**config.mk**
```make
export PLATFORM = sky130hd
export DESIGN_NAME = sofeof_rx
export DESIGN_NICKNAME = d
export VERILOG_FILES = /design/src/rtl/sofeof_rx_pkg.sv /design/src/rtl/sofeof_rx_posctr.sv /design/src/rtl/sofeof_rx_shreg.sv /design/src/rtl/sofeof_rx_bytecnt.sv /design/src/rtl/sofeof_rx.sv
export SDC_FILE = /design/constraint.sdc
export NUM_CORES = 1
export LEC_CHECK = 0
export ABC_AREA = 1
export BUFFER_PORTS_ARGS = -buffer_cell sky130_fd_sc_hd__buf_4
export CAP_MARGIN = 40
export CELL_PAD_IN_SITES_DETAIL_PLACEMENT = 2
export CELL_PAD_IN_SITES_GLOBAL_PLACEMENT = 2
export CORE_MARGIN = 5
export CORE_UTILIZATION = 36
export DETAILED_ROUTE_END_ITERATION = 12
export HOLD_SLACK_MARGIN = 0.02
export PLACE_DENSITY_LB_ADDON = 0.25
export SETUP_SLACK_MARGIN = 0.4
export SLEW_MARGIN = 20
export SYNTH_ARGS = -nofsm -noshare
export SYNTH_HDL_FRONTEND = slang
export SYNTH_SLANG_ARGS = --single-unit
export TNS_END_PERCENT = 20
```
**constraint.sdc**
```tcl
create_clock -name clk -period 1.7 [get_ports clk]
set_input_delay 0.17 -clock clk [delete_from_list [all_inputs] [get_ports clk]]
set_output_delay 0.17 -clock clk [all_outputs]
set_load 0.01 [all_outputs]
```
**src/rtl/sofeof_rx_pkg.sv**
```systemverilog
package sofeof_rx_pkg;
  typedef enum logic [1:0] {
    ST_IDLE = 2'd0,
    ST_SOF  = 2'd1,
    ST_GAP  = 2'd2,
    ST_DATA = 2'd3
  } rx_state_e;
endpackage

```
**src/rtl/sofeof_rx_posctr.sv**
```systemverilog
// Sample-position counter: wraps per bit while framing bits, counts up to a
// saturating limit while waiting for a start bit.
module sofeof_rx_posctr #(
  parameter int SPB   = 4,
  parameter int SMP   = 2,
  parameter int LIMIT = 25
) (
  input  logic                          clk,
  input  logic                          rst_n,
  input  logic                          clr,
  input  logic                          step,
  input  logic                          wrap,
  output logic [$clog2(LIMIT+2)-1:0]    pos,
  output logic                          hit,
  output logic                          over
);
  localparam int PW = $clog2(LIMIT + 2);

  logic [PW-1:0] pos_inc;
  logic [PW-1:0] pos_d;

  always_comb begin
    pos_inc = (pos == PW'(LIMIT + 1)) ? pos : pos + 1'b1;
    hit     = (pos_inc == PW'(SMP));
    over    = (pos_inc > PW'(LIMIT));
    if (clr)
      pos_d = '0;
    else if (step && wrap && (pos_inc >= PW'(SPB)))
      pos_d = '0;
    else if (step)
      pos_d = pos_inc;
    else
      pos_d = pos;
  end

  always_ff @(posedge clk or negedge rst_n) begin
    if (!rst_n)
      pos <= '0;
    else if (clr || step)
      pos <= pos_d;
  end
endmodule

```
**src/rtl/sofeof_rx_shreg.sv**
```systemverilog
// Right-shifting character register; new bit enters at the top.
module sofeof_rx_shreg #(
  parameter int W = 10
) (
  input  logic         clk,
  input  logic         rst_n,
  input  logic         clr,
  input  logic         shift,
  input  logic         din,
  output logic [W-1:0] q,
  output logic [W-1:0] q_next
);
  logic [W-1:0] q_d;

  always_comb begin
    q_next = {din, q[W-1:1]};
    if (clr)
      q_d = '0;
    else if (shift)
      q_d = q_next;
    else
      q_d = q;
  end

  always_ff @(posedge clk or negedge rst_n) begin
    if (!rst_n)
      q <= '0;
    else if (clr || shift)
      q <= q_d;
  end
endmodule

```
**src/rtl/sofeof_rx_bytecnt.sv**
```systemverilog
// Per-frame byte counter with a limit flag.
module sofeof_rx_bytecnt #(
  parameter int MAX = 32
) (
  input  logic clk,
  input  logic rst_n,
  input  logic clr,
  input  logic inc,
  output logic nonzero,
  output logic at_last
);
  localparam int CW = $clog2(MAX + 1);

  logic [CW-1:0] cnt;
  logic [CW-1:0] cnt_d;

  always_comb begin
    nonzero = (cnt != '0);
    at_last = (cnt == CW'(MAX - 1));
    if (clr)
      cnt_d = '0;
    else if (inc)
      cnt_d = cnt + 1'b1;
    else
      cnt_d = cnt;
  end

  always_ff @(posedge clk or negedge rst_n) begin
    if (!rst_n)
      cnt <= '0;
    else if (clr || inc)
      cnt <= cnt_d;
  end

  // count never exceeds the configured frame limit
  a_r7_no_overflow: assert property (@(posedge clk) disable iff (!rst_n)
    cnt <= CW'(MAX));
endmodule

```
**src/rtl/sofeof_rx.sv**
```systemverilog
module sofeof_rx
  import sofeof_rx_pkg::*;
#(
  parameter int DATA_W    = 8,
  parameter int SPB       = 4,
  parameter int SMP_POS   = 2,
  parameter int SOF_MIN   = 10,
  parameter int SOF_MAX   = 12,
  parameter int GAP_MAX   = 25,
  parameter int MAX_BYTES = 32
) (
  input  logic              clk,
  input  logic              rst_n,
  input  logic              smp_en,
  input  logic              rx_in,
  output logic [DATA_W-1:0] byte_data,
  output logic              byte_vld,
  output logic              frame_done,
  output logic              frame_err
);
  localparam int CHAR_W = DATA_W + 2;
  localparam int BMAX   = (SOF_MAX > CHAR_W) ? SOF_MAX : CHAR_W;
  localparam int BW     = $clog2(BMAX + 2);
  localparam int PW     = $clog2(GAP_MAX + 2);

  // reset: asserted asynchronously, released on the clock
  logic [1:0] rst_sync;
  logic       rst_n_s;

  always_ff @(posedge clk or negedge rst_n) begin
    if (!rst_n)
      rst_sync <= 2'b00;
    else
      rst_sync <= {rst_sync[0], 1'b1};
  end
  assign rst_n_s = rst_sync[1];

  rx_state_e          st, st_n;
  logic [BW-1:0]      bitc, bitc_inc;
  logic [PW-1:0]      pos;
  logic               pos_hit, pos_over;
  logic               pos_clr, pos_step, pos_wrap;
  logic               bit_clr, bit_inc;
  logic               sh_clr, sh_shift;
  logic [CHAR_W-1:0]  sh_q, sh_next;
  logic               bc_clr, bc_inc, bc_nz, bc_last;
  logic               vld_n, done_n, err_n;
  logic               char_ok, char_eof;

  sofeof_rx_posctr #(.SPB(SPB), .SMP(SMP_POS), .LIMIT(GAP_MAX)) u_pos (
    .clk(clk), .rst_n(rst_n_s), .clr(pos_clr), .step(pos_step),
    .wrap(pos_wrap), .pos(pos), .hit(pos_hit), .over(pos_over)
  );

  sofeof_rx_shreg #(.W(CHAR_W)) u_sh (
    .clk(clk), .rst_n(rst_n_s), .clr(sh_clr), .shift(sh_shift),
    .din(rx_in), .q(sh_q), .q_next(sh_next)
  );

  sofeof_rx_bytecnt #(.MAX(MAX_BYTES)) u_bc (
    .clk(clk), .rst_n(rst_n_s), .clr(bc_clr), .inc(bc_inc),
    .nonzero(bc_nz), .at_last(bc_last)
  );

  assign bitc_inc = bitc + 1'b1;
  assign char_ok  = sh_next[CHAR_W-1] && !sh_next[0];
  assign char_eof = (sh_next == '0);

  // next-state logic
  always_comb begin
    st_n     = st;
    pos_clr  = 1'b0;
    pos_step = 1'b0;
    pos_wrap = 1'b0;
    bit_clr  = 1'b0;
    bit_inc  = 1'b0;
    sh_clr   = 1'b0;
    sh_shift = 1'b0;
    bc_clr   = 1'b0;
    bc_inc   = 1'b0;
    vld_n    = 1'b0;
    done_n   = 1'b0;
    err_n    = 1'b0;
    if (smp_en) begin
      unique case (st)
        ST_IDLE: begin
          if (!rx_in) begin
            st_n    = ST_SOF;
            pos_clr = 1'b1;
            bit_clr = 1'b1;
          end
        end
        ST_SOF: begin
          pos_step = 1'b1;
          pos_wrap = 1'b1;
          if (pos_hit) begin
            if (rx_in) begin
              if (bitc >= BW'(SOF_MIN)) begin
                st_n    = ST_GAP;
                pos_clr = 1'b1;
                bc_clr  = 1'b1;
              end else begin
                st_n = ST_IDLE;
              end
            end else begin
              bit_inc = 1'b1;
              if (bitc_inc > BW'(SOF_MAX))
                st_n = ST_IDLE;
            end
          end
        end
        ST_GAP: begin
          if (rx_in) begin
            pos_step = 1'b1;
            if (pos_over) begin
              st_n  = ST_IDLE;
              err_n = 1'b1;
            end
          end else begin
            st_n    = ST_DATA;
            pos_clr = 1'b1;
            bit_clr = 1'b1;
            sh_clr  = 1'b1;
          end
        end
        ST_DATA: begin
          pos_step = 1'b1;
          pos_wrap = 1'b1;
          if (pos_hit) begin
            sh_shift = 1'b1;
            bit_inc  = 1'b1;
            if (bitc_inc == BW'(CHAR_W)) begin
              if (char_ok) begin
                vld_n  = 1'b1;
                bc_inc = 1'b1;
                if (bc_last) begin
                  st_n  = ST_IDLE;
                  err_n = 1'b1;
                end else begin
                  st_n    = ST_GAP;
                  pos_clr = 1'b1;
                end
              end else if (char_eof) begin
                st_n   = ST_IDLE;
                done_n = bc_nz;
              end else begin
                st_n  = ST_IDLE;
                err_n = 1'b1;
              end
            end
          end
        end
        default: st_n = ST_IDLE;
      endcase
    end
  end

  // registers
  always_ff @(posedge clk or negedge rst_n_s) begin
    if (!rst_n_s) begin
      st         <= ST_IDLE;
      bitc       <= '0;
      byte_data  <= '0;
      byte_vld   <= 1'b0;
      frame_done <= 1'b0;
      frame_err  <= 1'b0;
    end else begin
      st         <= st_n;
      byte_vld   <= vld_n;
      frame_done <= done_n;
      frame_err  <= err_n;
      if (bit_clr)
        bitc <= '0;
      else if (bit_inc)
        bitc <= bitc_inc;
      if (vld_n)
        byte_data <= sh_next[DATA_W:1];
    end
  end

  // the opening counter never passes its window while opening
  a_r2_sof_window: assert property (@(posedge clk) disable iff (!rst_n_s)
    (st == ST_SOF) |-> (bitc <= BW'(SOF_MAX)));

  // quiet time while awaiting a start bit stays within its limit
  a_r6_gap_bound: assert property (@(posedge clk) disable iff (!rst_n_s)
    (st == ST_GAP) |-> (pos <= PW'(GAP_MAX)));

  // completion and error are exclusive
  a_r9_done_err_excl: assert property (@(posedge clk) disable iff (!rst_n_s)
    !(frame_done && frame_err));

  // every output pulse follows a sampling strobe
  a_r1_pulse_after_strobe: assert property (@(posedge clk) disable iff (!rst_n_s)
    (byte_vld || frame_done || frame_err) |-> $past(smp_en));

  // bytes come only out of character reception
  a_r3_vld_from_data: assert property (@(posedge clk) disable iff (!rst_n_s)
    byte_vld |-> ($past(st) == ST_DATA));

  // completion only at the close of a character
  a_r4_done_from_data: assert property (@(posedge clk) disable iff (!rst_n_s)
    frame_done |-> ($past(st) == ST_DATA));
endmodule

```
==> key figures <==
Drt
  – Routed len/inst: 27.9 microns
  – First drt pass iteration count: 4
  – Final wirelength: approximately 12,000 microns
  – Starting DRT DRC Count: 105
  – Vias/cell: slightly below 6
  – DR vias: between 2,000 and 3,000
  – Number of remaining DRC errors: 0
  – Post-route antenna net violation count: 0

Clock tree
  – Clk_lat worst skew: around 330 ps
  – TritonCTS clock tree: built
  – CTS root buf: clkbuf_8
  – Clock Sinks: 39
  – Clk buf depth: 2
  – H-tree Lvls: 2
  – Total CTS buffers: 5
  – Clk slew on worst S/H paths: around 90 ps

Power
  – Leak: 1.66 nW
  – Power density over the cells: 1290 mW/mm^2
  – Total design power: 0.00439 W
  – Max VDD drop: roughly 0.8 mV

Global routing
  – First-pass GRT wire length: between 15,000 and 20,000 microns
  – Vias in the first global route: about 2,900
  – Largest net degree at the start of global routing: 38
  – GRT Resource Usage Total: between 20 and 30%
  – Gr ovfl total: 0
  – Initial antenna violation count: 0

Worst setup path
  – Worst path required time: between 1500 and 2000 ps
  – Setup CP Type: reg -> reg
  – CP Cell Sequence: buf_4 > ha_4 > nand2_4 > inv_4 > nand2_2 > nand2_4 > nand3_4 > nor2_8 > buf_4 > nand3_4 > nand3_1 > o21ai_0
  – Crit path launch type: flip-flop
  – Worst-path fanout max: 4
  – Max stage delay on crit path: about 430 ps
  – Worst EP arrival: ~2300 ps
  – Crit end category: flip-flop
  – Slowest cell on crit path: dfrtp_2

Timing
  – Final setup fails: 37
  – Fin crit share: 127%
  – Slew margin rel.: 64.8%
  – Crit path time final: 2160 ps
  – Worst Max-Slew Pin Slew: 527 ps
  – Layout Skew: roughly 18 ps
  – Final Hold Viols: 0
  – Total negative setup slack: -12,680 ps
  – Worst Slack Setup Final: -456 ps
  – RSZ-0062 raised after global routing: yes
  – Max-slew violations: 0
  – Fmax: roughly 460 MHz

Place
  – IO Port Bufs: 14
  – Routability cong.: ~0.77
  – Setup WS pre-CTS: -378 ps
  – DP Area: about 0.0028 sq mm
  – Detail Placement HPWL: about 5700 microns

Synth
  – Synthesized flop and latch total: 39
  – Yosys warns: 0
  – Gate count of the mapped netlist: ~290
  – Mapped cell area: about 0.0023 sq mm
  – Syn Area/Cell: 7.97 sq um
  – Sequential area share after synthesis: a little over two fifths
  – Ranking of synthesized cells by area: dfrtp_1 (42%), nand2_1 (10%), nand3_1 (8.5%)
  – Post-synth top area share: approximately 42%
  – Synth unique cells: 32
  – Syn nets: 300
  – Leading area contributor after synthesis: dfrtp_1

Die
  – DIE HEIGHT: 90.0 microns
  – I/O Pins: 15
  – Core box area: between 0.006 and 0.007 sq mm
  – Starting density of the core: 36.7%
  – Rows: 29
  – Die area: 0.00810 sq mm
  – Die X: ~90 microns

Status
  – Status: complete, but fails checks
  – Failing checks: negative setup slack

Final layout
  – Area delta synth->final: 47.9%
  – # diodes: 0
  – Final instance area: around 0.0034 sq mm
  – NumNets Final: 377
  – Layout fillers: 669
  – Layout cells sized above 1: a little over two fifths

Worst hold path
  – Worst Hold Class: in -> async

Run
  – Max Cap Viol: 0
==> synth_stat cells, drive strengths merged <==
cell and n:
dfrtp 39, inv 42, ha 7, nand4 13, nor3 3, nor2 24
nand2 69, xnor2 1, conb 1, buf 4, and2 1, o311ai 1
nand3 42, a21boi 2, a21oi 4, clkbuf 1, o22ai 3, xor2 3
a31oi 1, o21ai 28
==> sequential cells by signal (all words and copies together) (netlist names) <==
register,cells
u_pos.pos,5
st,2
u_sh.q,9
frame_err,1
rst_sync,2
frame_done,1
byte_data,8
byte_vld,1
bitc,4
u_bc.cnt,6
==> critical path: cells and delay by family, from the launching register on <==
kind | cells | cell delay [ps]
AOI/OAI and AO/OA | 1 | 160
adders and majority gates | 1 | 160
buffers and inverters | 3 | 400
and+or+nand+nor | 7 | 860
DFF | 1 | 430
==> layout by cell type (no fill, tap or decap), types with 10 or more instances in the layout <==
cell type / synthesis / routed
buf_4: 1 / 65
nand2_2: 5 / 13
inv_1: 39 / 36
nand3_1: 39 / 29
nor2_1: 19 / 13
nand2_1: 64 / 40
nand3_2: 3 / 10
nand2_4: 0 / 15
nand4_1: 11 / 11
o21ai_0: 19 / 14
dfrtp_1: 39 / 35
==> worst paths after layout <==
kind / cells after the start / slack, ps / startpoint / end
hold / removal: 2 / 180 / rst_n / rst_sync[1]
hold reg to reg: 1 / 330 / rst_sync[1] / u_sh.q[3]
max in group asynchronous: 1 / 980 / rst_sync[1] / st[1]
setup / recovery: 12 / -460 / u_pos.pos[0] / u_sh.q[7]
setup reg to reg: 12 / -460 / u_pos.pos[0] / u_sh.q[7]
min in group clk: 3 / 190 / rx_in / u_sh.q[9]
==> power by group <==
| part | switching, W | internal [W] | total [W] |
|---|---|---|---|
| clock | 0.000407 | 0.000287 | 0.000694 |
| sequential | 0.000222 | 0.00107 | 0.00130 |
| combinational | 0.00141 | 0.000992 | 0.00240 |
==> stage by stage <==
| step | hold slack, ps | utilization, % | instances |
|---|---|---|---|
| finish | 179 | 54.3 | 444 |
| global placement | -47.7 | 45.1 | 416 |
| floorplan | -126 | - | 289 |
| global route | 177 | 54.3 | 444 |
| CTS | 150 | 51.5 | 439 |
| detailed placement | -46.8 | 45.1 | 416 |
==> kinds of logic after synthesis <==
family,count (synthesis),synth area share (%)
fa+ha+maj,7,3.80
other cells,1,0.163
compound gates,39,10.4
xor+xnor,4,1.52
buf+inv,47,8.79
simple gates,152,33.0
flops,39,42.3
==> metal layers <==
metal / track usage, % / routed length (microns) / vias to the layer above
met5: 0 / 0 / -
met4: 10.9 / 811 / 0
met3: 3.17 / 357 / 51
met2: 49.8 / 6280 / 81
met1: 32.9 / 4940 / 1319
li1: - / - / 1107
==> repair_timing <==
action,4_1_cts,5_1_grt
hold buffers,1,0
endpoints found under the hold margin,2,0
gates resized for setup,45,37
cloned,4,0
endpoints found under the setup margin,37,37
setup buffers,10,5
pin swaps,8,11
==> cell type report <==
class / count / area (sq um) / share of cell area (%)
multi-input combinational: 206 / 1480 / 43.4
sequential: 39 / 981 / 28.8
timing repair buffer: 72 / 599 / 17.6
inverter: 42 / 163 / 4.77
tap: 77 / 96.3 / 2.83
clock buffer: 5 / 68.8 / 2.02
clock inverter: 3 / 20.0 / 0.587
Note: power is estimated with default switching activity, not from simulation.
